===== src/rtl/nand_dec_pkg.sv =====
package nand_dec_pkg;

  localparam logic [7:0] OP_READ        = 8'h00;
  localparam logic [7:0] OP_READ_HI     = 8'h01;
  localparam logic [7:0] OP_READ_SPARE  = 8'h50;
  localparam logic [7:0] OP_READ_GO     = 8'h30;
  localparam logic [7:0] OP_RAND_SETUP  = 8'h05;
  localparam logic [7:0] OP_RAND_GO     = 8'hE0;
  localparam logic [7:0] OP_READ_NOSER  = 8'h35;
  localparam logic [7:0] OP_ID          = 8'h90;
  localparam logic [7:0] OP_RESET       = 8'hFF;
  localparam logic [7:0] OP_PROG_SETUP  = 8'h80;
  localparam logic [7:0] OP_PROG_GO     = 8'h10;
  localparam logic [7:0] OP_CACHE_GO    = 8'h15;
  localparam logic [7:0] OP_ERASE_SETUP = 8'h60;
  localparam logic [7:0] OP_ERASE_GO    = 8'hD0;
  localparam logic [7:0] OP_STATUS      = 8'h70;

  // pulses raised directly by a latched command byte
  typedef struct packed {
    logic status;
    logic prog;
    logic erase;
    logic rnd_read;
    logic rst_cmd;
  } imm_pulse_t;

endpackage


===== src/rtl/nand_cmd_latch.sv =====
module nand_cmd_latch
  import nand_dec_pkg::*;
#(
  parameter bit LARGE_PAGE = 1'b1,
  parameter int PAGE_BYTES = 2048,
  parameter int OFS_W      = 12
) (
  input  logic             clk,
  input  logic             rst,
  input  logic             cmd_wr,
  input  logic [7:0]       cmd_byte,
  output logic [7:0]       cmd_q,
  output logic [7:0]       cmd_nxt,
  output logic [OFS_W-1:0] offset_q,
  output logic             clr_cnt,
  output logic             clr_col,
  output logic             swallow,
  output logic             erase_now,
  output logic             reset_now,
  output imm_pulse_t       imm_q
);

  logic             ign_go;
  logic             rnd_setup;
  logic             accept;
  logic [7:0]       mapped;
  logic [OFS_W-1:0] off_d;
  imm_pulse_t       imm_d;

  generate
    if (LARGE_PAGE) begin : g_large
      assign ign_go    = (cmd_q == OP_READ) && (cmd_byte == OP_READ_GO);
      assign rnd_setup = (cmd_byte == OP_RAND_SETUP);
    end else begin : g_small
      assign ign_go    = 1'b0;
      assign rnd_setup = 1'b0;
    end
  endgenerate

  assign accept  = cmd_wr && !ign_go && !rnd_setup;
  assign swallow = cmd_wr && (ign_go || rnd_setup);
  assign clr_col = cmd_wr && rnd_setup;

  always_comb begin
    mapped = cmd_byte;
    if (cmd_byte == OP_READ_HI || cmd_byte == OP_READ_SPARE) mapped = OP_READ;
  end

  assign erase_now = accept && (mapped == OP_ERASE_GO);
  assign reset_now = accept && (mapped == OP_RESET);
  assign clr_cnt   = accept && (mapped != OP_RAND_GO);

  always_comb begin
    cmd_nxt = cmd_q;
    if (accept) cmd_nxt = (mapped == OP_RESET) ? OP_READ : mapped;
  end

  always_comb begin
    off_d = offset_q;
    if (accept) begin
      unique case (cmd_byte)
        OP_READ:       off_d = '0;
        OP_READ_HI:    off_d = OFS_W'(256);
        OP_READ_SPARE: off_d = OFS_W'(PAGE_BYTES);
        OP_RESET:      off_d = '0;
        default:       off_d = offset_q;
      endcase
    end
  end

  always_comb begin
    imm_d.status   = accept && (mapped == OP_STATUS);
    imm_d.prog     = accept && (mapped == OP_PROG_GO);
    imm_d.erase    = erase_now;
    imm_d.rnd_read = accept && LARGE_PAGE &&
                     (mapped == OP_RAND_GO || mapped == OP_READ_NOSER);
    imm_d.rst_cmd  = reset_now;
  end

  always_ff @(posedge clk) begin
    if (rst) begin
      cmd_q    <= OP_READ;
      offset_q <= '0;
      imm_q    <= '0;
    end else begin
      cmd_q    <= cmd_nxt;
      offset_q <= off_d;
      imm_q    <= imm_d;
    end
  end

  AST_RESET_TO_READ: assert property (@(posedge clk) disable iff (rst)
    reset_now |=> (cmd_q == OP_READ) && (offset_q == '0)) else $error("reset cmd");

  AST_GO_IGNORED: assert property (@(posedge clk) disable iff (rst)
    (cmd_wr && ign_go) |=> $stable(cmd_q) && $stable(offset_q)) else $error("0x30");

endmodule


===== src/rtl/nand_addr_asm.sv =====
module nand_addr_asm #(
  parameter int ADDR_W    = 40,
  parameter int BUS_BYTES = 1,
  parameter int ERASE_SH  = 16,
  parameter int COL_BITS  = 16
) (
  input  logic              clk,
  input  logic              rst,
  input  logic              addr_wr,
  input  logic [7:0]        addr_byte,
  input  logic              clr_cnt,
  input  logic              clr_col,
  input  logic              erase_now,
  input  logic              reset_now,
  output logic [ADDR_W-1:0] addr_q,
  output logic [2:0]        cnt_q,
  output logic [2:0]        cnt_nxt
);

  localparam int                COL_SH   = BUS_BYTES - 1;
  localparam logic [2:0]        CNT_MAX  = 3'd7;
  localparam logic [ADDR_W-1:0] BYTE_MSK = ADDR_W'(8'hFF);
  localparam logic [ADDR_W-1:0] KEEP_ROW = ~((ADDR_W'(1) << COL_BITS) - ADDR_W'(1));

  logic [ADDR_W-1:0] a_nxt;
  logic [5:0]        bitpos;

  always_comb begin
    a_nxt   = addr_q;
    cnt_nxt = cnt_q;
    if (reset_now) begin
      a_nxt   = '0;
      cnt_nxt = '0;
    end else if (erase_now) begin
      a_nxt = a_nxt << ERASE_SH;
    end
    if (clr_col) a_nxt = a_nxt & KEEP_ROW;
    if (clr_cnt || clr_col) cnt_nxt = '0;
    bitpos = {cnt_nxt, 3'b000};
    if (addr_wr) begin
      a_nxt   = (a_nxt & ~(BYTE_MSK << bitpos)) | (ADDR_W'(addr_byte) << bitpos);
      cnt_nxt = (cnt_nxt == CNT_MAX) ? cnt_nxt : cnt_nxt + 3'd1;
      if (cnt_nxt == 3'd2) a_nxt = a_nxt << COL_SH;
    end
  end

  always_ff @(posedge clk) begin
    if (rst) begin
      addr_q <= '0;
      cnt_q  <= '0;
    end else begin
      addr_q <= a_nxt;
      cnt_q  <= cnt_nxt;
    end
  end

  AST_ERASE_SHIFT: assert property (@(posedge clk) disable iff (rst)
    (erase_now && !addr_wr && !clr_col) |=> addr_q == ($past(addr_q) << ERASE_SH)) else $error("erase shift");

  AST_CNT_CLEAR: assert property (@(posedge clk) disable iff (rst)
    ((clr_cnt || clr_col) && !addr_wr) |=> cnt_q == 3'd0) else $error("count clear");

  AST_CNT_STEP: assert property (@(posedge clk) disable iff (rst)
    (addr_wr && !clr_cnt && !clr_col && !reset_now && cnt_q != CNT_MAX) |=> cnt_q == $past(cnt_q) + 3'd1) else $error("count step");

endmodule


===== src/rtl/nand_start_gen.sv =====
module nand_start_gen
  import nand_dec_pkg::*;
#(
  parameter int N_GO = 5
) (
  input  logic       clk,
  input  logic       rst,
  input  logic       addr_wr,
  input  logic [2:0] cnt_nxt,
  input  logic [7:0] cmd_nxt,
  output logic       go_id_q,
  output logic       go_rd_q,
  output logic       go_load_q
);

  localparam logic [2:0] GO_CNT = 3'(N_GO);

  logic at_go;
  assign at_go = addr_wr && (cnt_nxt == GO_CNT);

  always_ff @(posedge clk) begin
    if (rst) begin
      go_id_q   <= 1'b0;
      go_rd_q   <= 1'b0;
      go_load_q <= 1'b0;
    end else begin
      go_id_q   <= addr_wr && (cnt_nxt == 3'd1) && (cmd_nxt == OP_ID);
      go_rd_q   <= at_go && (cmd_nxt == OP_READ);
      go_load_q <= at_go && (cmd_nxt == OP_PROG_SETUP);
    end
  end

  AST_READ_ONCE: assert property (@(posedge clk) disable iff (rst)
    go_rd_q |=> !go_rd_q) else $error("read start twice");

  AST_LOAD_ONCE: assert property (@(posedge clk) disable iff (rst)
    go_load_q |=> !go_load_q) else $error("load start twice");

endmodule


===== src/rtl/nand_cmd_decode.sv =====
module nand_cmd_decode
  import nand_dec_pkg::*;
#(
  parameter int BUS_W      = 8,
  parameter bit LARGE_PAGE = 1'b1,
  parameter int CAP_MBIT   = 2048,
  parameter int ADDR_W     = 40
) (
  input  logic              clk,
  input  logic              rst,
  input  logic              wr_en,
  input  logic              ce_n,
  input  logic              cle,
  input  logic              ale,
  input  logic [BUS_W-1:0]  io_in,
  output logic [7:0]        cmd_code,
  output logic [11:0]       col_offset,
  output logic [ADDR_W-1:0] addr,
  output logic [2:0]        addr_cycles,
  output logic              go_read,
  output logic              go_load,
  output logic              go_program,
  output logic              go_erase,
  output logic              go_status,
  output logic              go_id,
  output logic              go_reset
);

  localparam int BUS_BYTES  = BUS_W / 8;
  localparam int PAGE_BYTES = LARGE_PAGE ? 2048 : 512;
  localparam int N_GO       = LARGE_PAGE ? ((CAP_MBIT >= 2048) ? 5 : 4) : 3;
  localparam int ERASE_SH   = LARGE_PAGE ? 16 : 8;
  localparam int COL_BITS   = LARGE_PAGE ? 16 : 8;

  logic       cmd_wr, addr_wr;
  logic [7:0] bus_byte;
  logic [7:0] cmd_nxt;
  logic [2:0] cnt_nxt;
  logic       clr_cnt, clr_col, swallow, erase_now, reset_now;
  logic       go_rd_addr;
  imm_pulse_t imm_q;

  assign bus_byte = io_in[7:0];
  assign cmd_wr   = wr_en && !ce_n && cle;
  assign addr_wr  = wr_en && ale && !swallow;

  nand_cmd_latch #(
    .LARGE_PAGE (LARGE_PAGE),
    .PAGE_BYTES (PAGE_BYTES),
    .OFS_W      (12)
  ) u_cmd (
    .clk       (clk),
    .rst       (rst),
    .cmd_wr    (cmd_wr),
    .cmd_byte  (bus_byte),
    .cmd_q     (cmd_code),
    .cmd_nxt   (cmd_nxt),
    .offset_q  (col_offset),
    .clr_cnt   (clr_cnt),
    .clr_col   (clr_col),
    .swallow   (swallow),
    .erase_now (erase_now),
    .reset_now (reset_now),
    .imm_q     (imm_q)
  );

  nand_addr_asm #(
    .ADDR_W    (ADDR_W),
    .BUS_BYTES (BUS_BYTES),
    .ERASE_SH  (ERASE_SH),
    .COL_BITS  (COL_BITS)
  ) u_addr (
    .clk       (clk),
    .rst       (rst),
    .addr_wr   (addr_wr),
    .addr_byte (bus_byte),
    .clr_cnt   (clr_cnt),
    .clr_col   (clr_col),
    .erase_now (erase_now),
    .reset_now (reset_now),
    .addr_q    (addr),
    .cnt_q     (addr_cycles),
    .cnt_nxt   (cnt_nxt)
  );

  nand_start_gen #(
    .N_GO (N_GO)
  ) u_start (
    .clk       (clk),
    .rst       (rst),
    .addr_wr   (addr_wr),
    .cnt_nxt   (cnt_nxt),
    .cmd_nxt   (cmd_nxt),
    .go_id_q   (go_id),
    .go_rd_q   (go_rd_addr),
    .go_load_q (go_load)
  );

  assign go_read    = go_rd_addr | imm_q.rnd_read;
  assign go_program = imm_q.prog;
  assign go_erase   = imm_q.erase;
  assign go_status  = imm_q.status;
  assign go_reset   = imm_q.rst_cmd;

  generate
    if (BUS_W > 8) begin : g_wide
      logic [BUS_W-9:0] hi_byte;
      assign hi_byte = io_in[BUS_W-1:8];
      AST_HI_BYTE_ZERO: assert property (@(posedge clk) disable iff (rst)
        (wr_en && (cle || ale)) |-> hi_byte == '0) else $error("upper byte");
    end
  endgenerate

  AST_ONE_PULSE: assert property (@(posedge clk) disable iff (rst)
    $onehot0({go_read, go_load, go_program, go_erase, go_status, go_id, go_reset})) else $error("pulses");

  AST_PULSE_AFTER_WRITE: assert property (@(posedge clk) disable iff (rst)
    (go_read || go_load || go_program || go_erase || go_status || go_id || go_reset) |-> $past(wr_en)) else $error("spurious");

  AST_IDLE_HOLD: assert property (@(posedge clk) disable iff (rst)
    !wr_en |=> $stable(addr) && $stable(cmd_code) && $stable(col_offset) && $stable(addr_cycles)) else $error("idle");

  AST_ID_FIRST: assert property (@(posedge clk) disable iff (rst)
    go_id |-> addr_cycles == 3'd1) else $error("id cycle");

  AST_READ_AT_GO: assert property (@(posedge clk) disable iff (rst)
    (go_read && cmd_code == OP_READ) |-> addr_cycles == 3'(N_GO)) else $error("read cycle");

  AST_RESET_CLEARS: assert property (@(posedge clk) disable iff (rst)
    go_reset |-> (addr == '0) && (addr_cycles == 3'd0) && (cmd_code == OP_READ)) else $error("reset");

endmodule


===== config.mk =====
export PLATFORM = sky130hd
export DESIGN_NAME = nand_cmd_decode
export DESIGN_NICKNAME = d
export VERILOG_FILES = /design/src/rtl/nand_dec_pkg.sv /design/src/rtl/nand_cmd_latch.sv /design/src/rtl/nand_addr_asm.sv /design/src/rtl/nand_start_gen.sv /design/src/rtl/nand_cmd_decode.sv
export SDC_FILE = /design/constraint.sdc
export NUM_CORES = 1
export LEC_CHECK = 0
export ABC_CLOCK_PERIOD_IN_PS = 5000
export BUFFER_PORTS_ARGS = -buffer_cell sky130_fd_sc_hd__buf_2
export CAP_MARGIN = 20
export CORE_MARGIN = 3
export CORE_UTILIZATION = 45
export CTS_CLUSTER_DIAMETER = 120
export DETAILED_ROUTE_END_ITERATION = 8
export PLACE_DENSITY = 0.82
export SLEW_MARGIN = 20
export SYNTH_ARGS = -nofsm -noshare
export SYNTH_HDL_FRONTEND = slang
export SYNTH_SLANG_ARGS = --single-unit
export TNS_END_PERCENT = 30

===== constraint.sdc =====
create_clock -name clk -period 5 [get_ports clk]
set_clock_uncertainty 0.05 [all_clocks]
set_input_delay 0.25 -clock clk [delete_from_list [all_inputs] [get_ports clk]]
set_output_delay 0.25 -clock clk [all_outputs]
set_load 0.01 [all_outputs]

==> results.yml <==
drt:
  route.met3.wl_um: 730
  routedWlPerCell_um: 17.6
  vias_per_cell: 6.15
  top_layer: "met4"
  totalWireLength_um: 7940
  drc: 0
  via_count: 2767
  antenna_left: 0
  wl_met1_um: 3440
  wl_met2_um: 3630
  drt_iter0_drc: 293
  first_pass_iters: 6
synthesis:
  ys_types: 50
  yosysSeqAreaShare: 0.430
  synth.area.mux_share: 0.0115
  synth_top_family_by_area: "simple AND/OR/NAND/NOR gates"
  synthAdderAreaFrac: 0
  syn_avg_cell_area_um2: 8.98
  yosys_register_bits: 61
  synth_cells: 316
  synth_area_leader_cell: "dfxtp_1"
  synth-simple-area-share: 0.244
  yosys_warnings: 0
  synth_area_mm2: 0.00284
  yosys.cell_count.top_type: "dfxtp_1"
  synth_xor_area_frac: 0.00309
  synth_edf_count: 0
  synth_commonest_cells: "dfxtp_1 (61), a22o_1 (24), nor2_1 (23)"
  ys_top_cells_by_area: "dfxtp_1 (43%), a22o_1 (7.4%), a221oi_1 (4.3%), nor3_1 (3.7%), nor2_1 (3.0%)"
  synth_top_area_share: 0.430
  postSynth.asyncResetShare: 0
  synth_ff_type: "dfxtp_1"
  synth_compound_area_frac: 0.234
critical_path:
  r2r_start: "u_cmd.cmd_q[5]"
  worstSetupPathType: "reg -> reg"
  worst-path-max-fanout: 17
  r2r_slack_ns: 2.39
  worstSetupEndpointType: "register"
  startpoint: "u_cmd.cmd_q[5]"
  r2r_end: "u_addr.addr_q[24]"
  required_ns: 5.23
  crit_end: "u_addr.addr_q[24]"
  startpoint_type: "register"
  r2r_cells: 5
  arrival_ns: 2.84
floorplan:
  die_area_mm2: 0.00730
  start_util: 0.471
  core.rowCount: 28
  die_width_um: 85.4
  die_h_um: 85.4
  core_area_mm2: 0.00603
  ioPinCount: 84
grt:
  antenna_found_initial: 0
  grt_pass1_vias: 2576
  grt_pass1_wl_um: 12700
  grt_start_max_net_pins: 46
  overflow: 0
  grt_usage: 0.219
placed_design:
  port_buffers: 73
  dp_worst_setup_slack_ns: 2.09
  dp_hpwl_um: 5550
  place.gp.congestion: 0.899
sta:
  slew_violations: 0
  finalCritPeriodShare: 0.521
  setup_viol: 0
  fin_ws_ns: 2.39
  final_hold_viol_count: 0
  fin_crit_ns: 2.61
  clock.fmax_ghz: 0.384
  rsz0062_at_grt: "false"
  max_slew_margin: 0.424
  tightest_slew_ns: 0.863
  hold_slack_ns: 0.246
  final.setup.tns_ns: 0
pwr:
  p_leak_nw: 1.48
  power.density_mw_per_mm2: 306
  irDropWorstVdd_mv: 0.210
outcome:
  outcome: "completed"
clock_network:
  clock_latency_ns: 0.33
  htreeDepth: 3
  cts_inserted_buffers: 9
  root_buffer: "clkbuf_8"
  clk_pin_slew_ns: 0.06
  cts_buffer_depth: 2
  hold_buffers: 0
  post-cts-setup-buffer-count: 0
  cts.repair.resized: 0
  cts_tree: "yes"
  cts_sinks: 61
layout:
  drive_above_1_share: 0.253
  nets: 385
  area_growth_pct: 17.2
  antenna_cells: 0
flow_run:
  max_cap_viol_count: 0
min_path:
  hp-class: "in -> reg"
## sequential cells by signal (all words and copies together) (netlist names)
name / flops
u_cmd.imm_q: 5
u_addr.cnt_q: 3
u_addr.addr_q: 40
u_start.go_id_q: 1
u_cmd.cmd_q: 8
u_cmd.offset_q: 2
u_start.go_rd_q: 1
u_start.go_load_q: 1
## per-layer routing
| metal | GRT usage | up-vias |
|---|---|---|
| li1 | - | 1296 |
| met5 | 0 | - |
| met2 | 0.340 | 160 |
| met1 | 0.292 | 1293 |
| met4 | 0.0806 | 0 |
| met3 | 0.0573 | 18 |
## cells by family after synthesis
logic type	after synthesis
multiplexers	3
AO/OA/AOI/OAI	82
AND/OR/NAND/NOR	126
buffers and inverters	42
other	1
XOR/XNOR	1
flip-flops	61
## final cells by class
type / instances / area [um^2]
Clock inverter: 1 / 30.0
Tap cell: 75 / 93.8
Sequential cell: 61 / 1220
Timing Repair Buffer: 74 / 373
Inverter: 3 / 11.3
Multi-Input combinational cell: 222 / 1440
Clock buffer: 14 / 163
Fill cell: 573 / 2700
## placed cells by master, fill, tap and decap left out, types with 3 or more instances in the layout
| master | count |
|---|---|
| a211oi_1 | 6 |
| a21o_1 | 10 |
| a21oi_1 | 11 |
| a221oi_1 | 14 |
| a22o_1 | 24 |
| a31oi_1 | 3 |
| and3_1 | 5 |
| and4_1 | 3 |
| buf_2 | 73 |
| clkbuf_1 | 3 |
| clkbuf_8 | 11 |
| conb_1 | 10 |
| dfxtp_1 | 61 |
| inv_1 | 3 |
| nand2_1 | 16 |
| nand3_1 | 14 |
| nand4_1 | 8 |
| nor2_1 | 23 |
| nor2b_1 | 8 |
| nor3_1 | 21 |
| nor4_1 | 8 |
| or3_1 | 3 |
## through the flow
| stage | util | instances | power, W | area [um^2] |
|---|---|---|---|---|
| 3_5_place_dp | 0.520 | 435 | 0.000593 | 3140 |
| 6_report | 0.552 | 450 | 0.00102 | 3330 |
| 5_1_grt | 0.552 | 450 | 0.00106 | 3330 |
| 3_3_place_gp | 0.520 | 435 | 0.000592 | 3140 |
| 4_1_cts | 0.552 | 450 | 0.00103 | 3330 |
| 2_1_floorplan | - | 325 | 0.000571 | 2870 |
## worst min path at each step
stage	from	end	slack, ns	depth (start not counted)
finish	io_in[2]	u_cmd.cmd_q[2]	0.25	3
global placement	u_addr.addr_q[30]	u_addr.addr_q[30]	0.39	1
global route	io_in[2]	u_cmd.cmd_q[2]	0.25	3
detailed placement	u_addr.addr_q[29]	u_addr.addr_q[29]	0.40	1
floorplan	io_in[5]	u_cmd.imm_q[2]	0.41	2
CTS	io_in[0]	u_addr.addr_q[16]	0.22	3
## worst max-delay path, stage by stage (launching register included)
cell     delay (ns)
dfxtp_1        0.32
nor4_1         0.67
and4_1         0.42
a211o_1        0.53
o211a_1        0.40
a21o_1         0.16
## report_power, final
group	switching, W	total, W	internal (W)
registers	0.00000777	0.000502	0.000494
clock network	0.000178	0.000433	0.000255
logic	0.0000577	0.0000825	0.0000248
No activity file was read; power rests on OpenSTA's default activity.
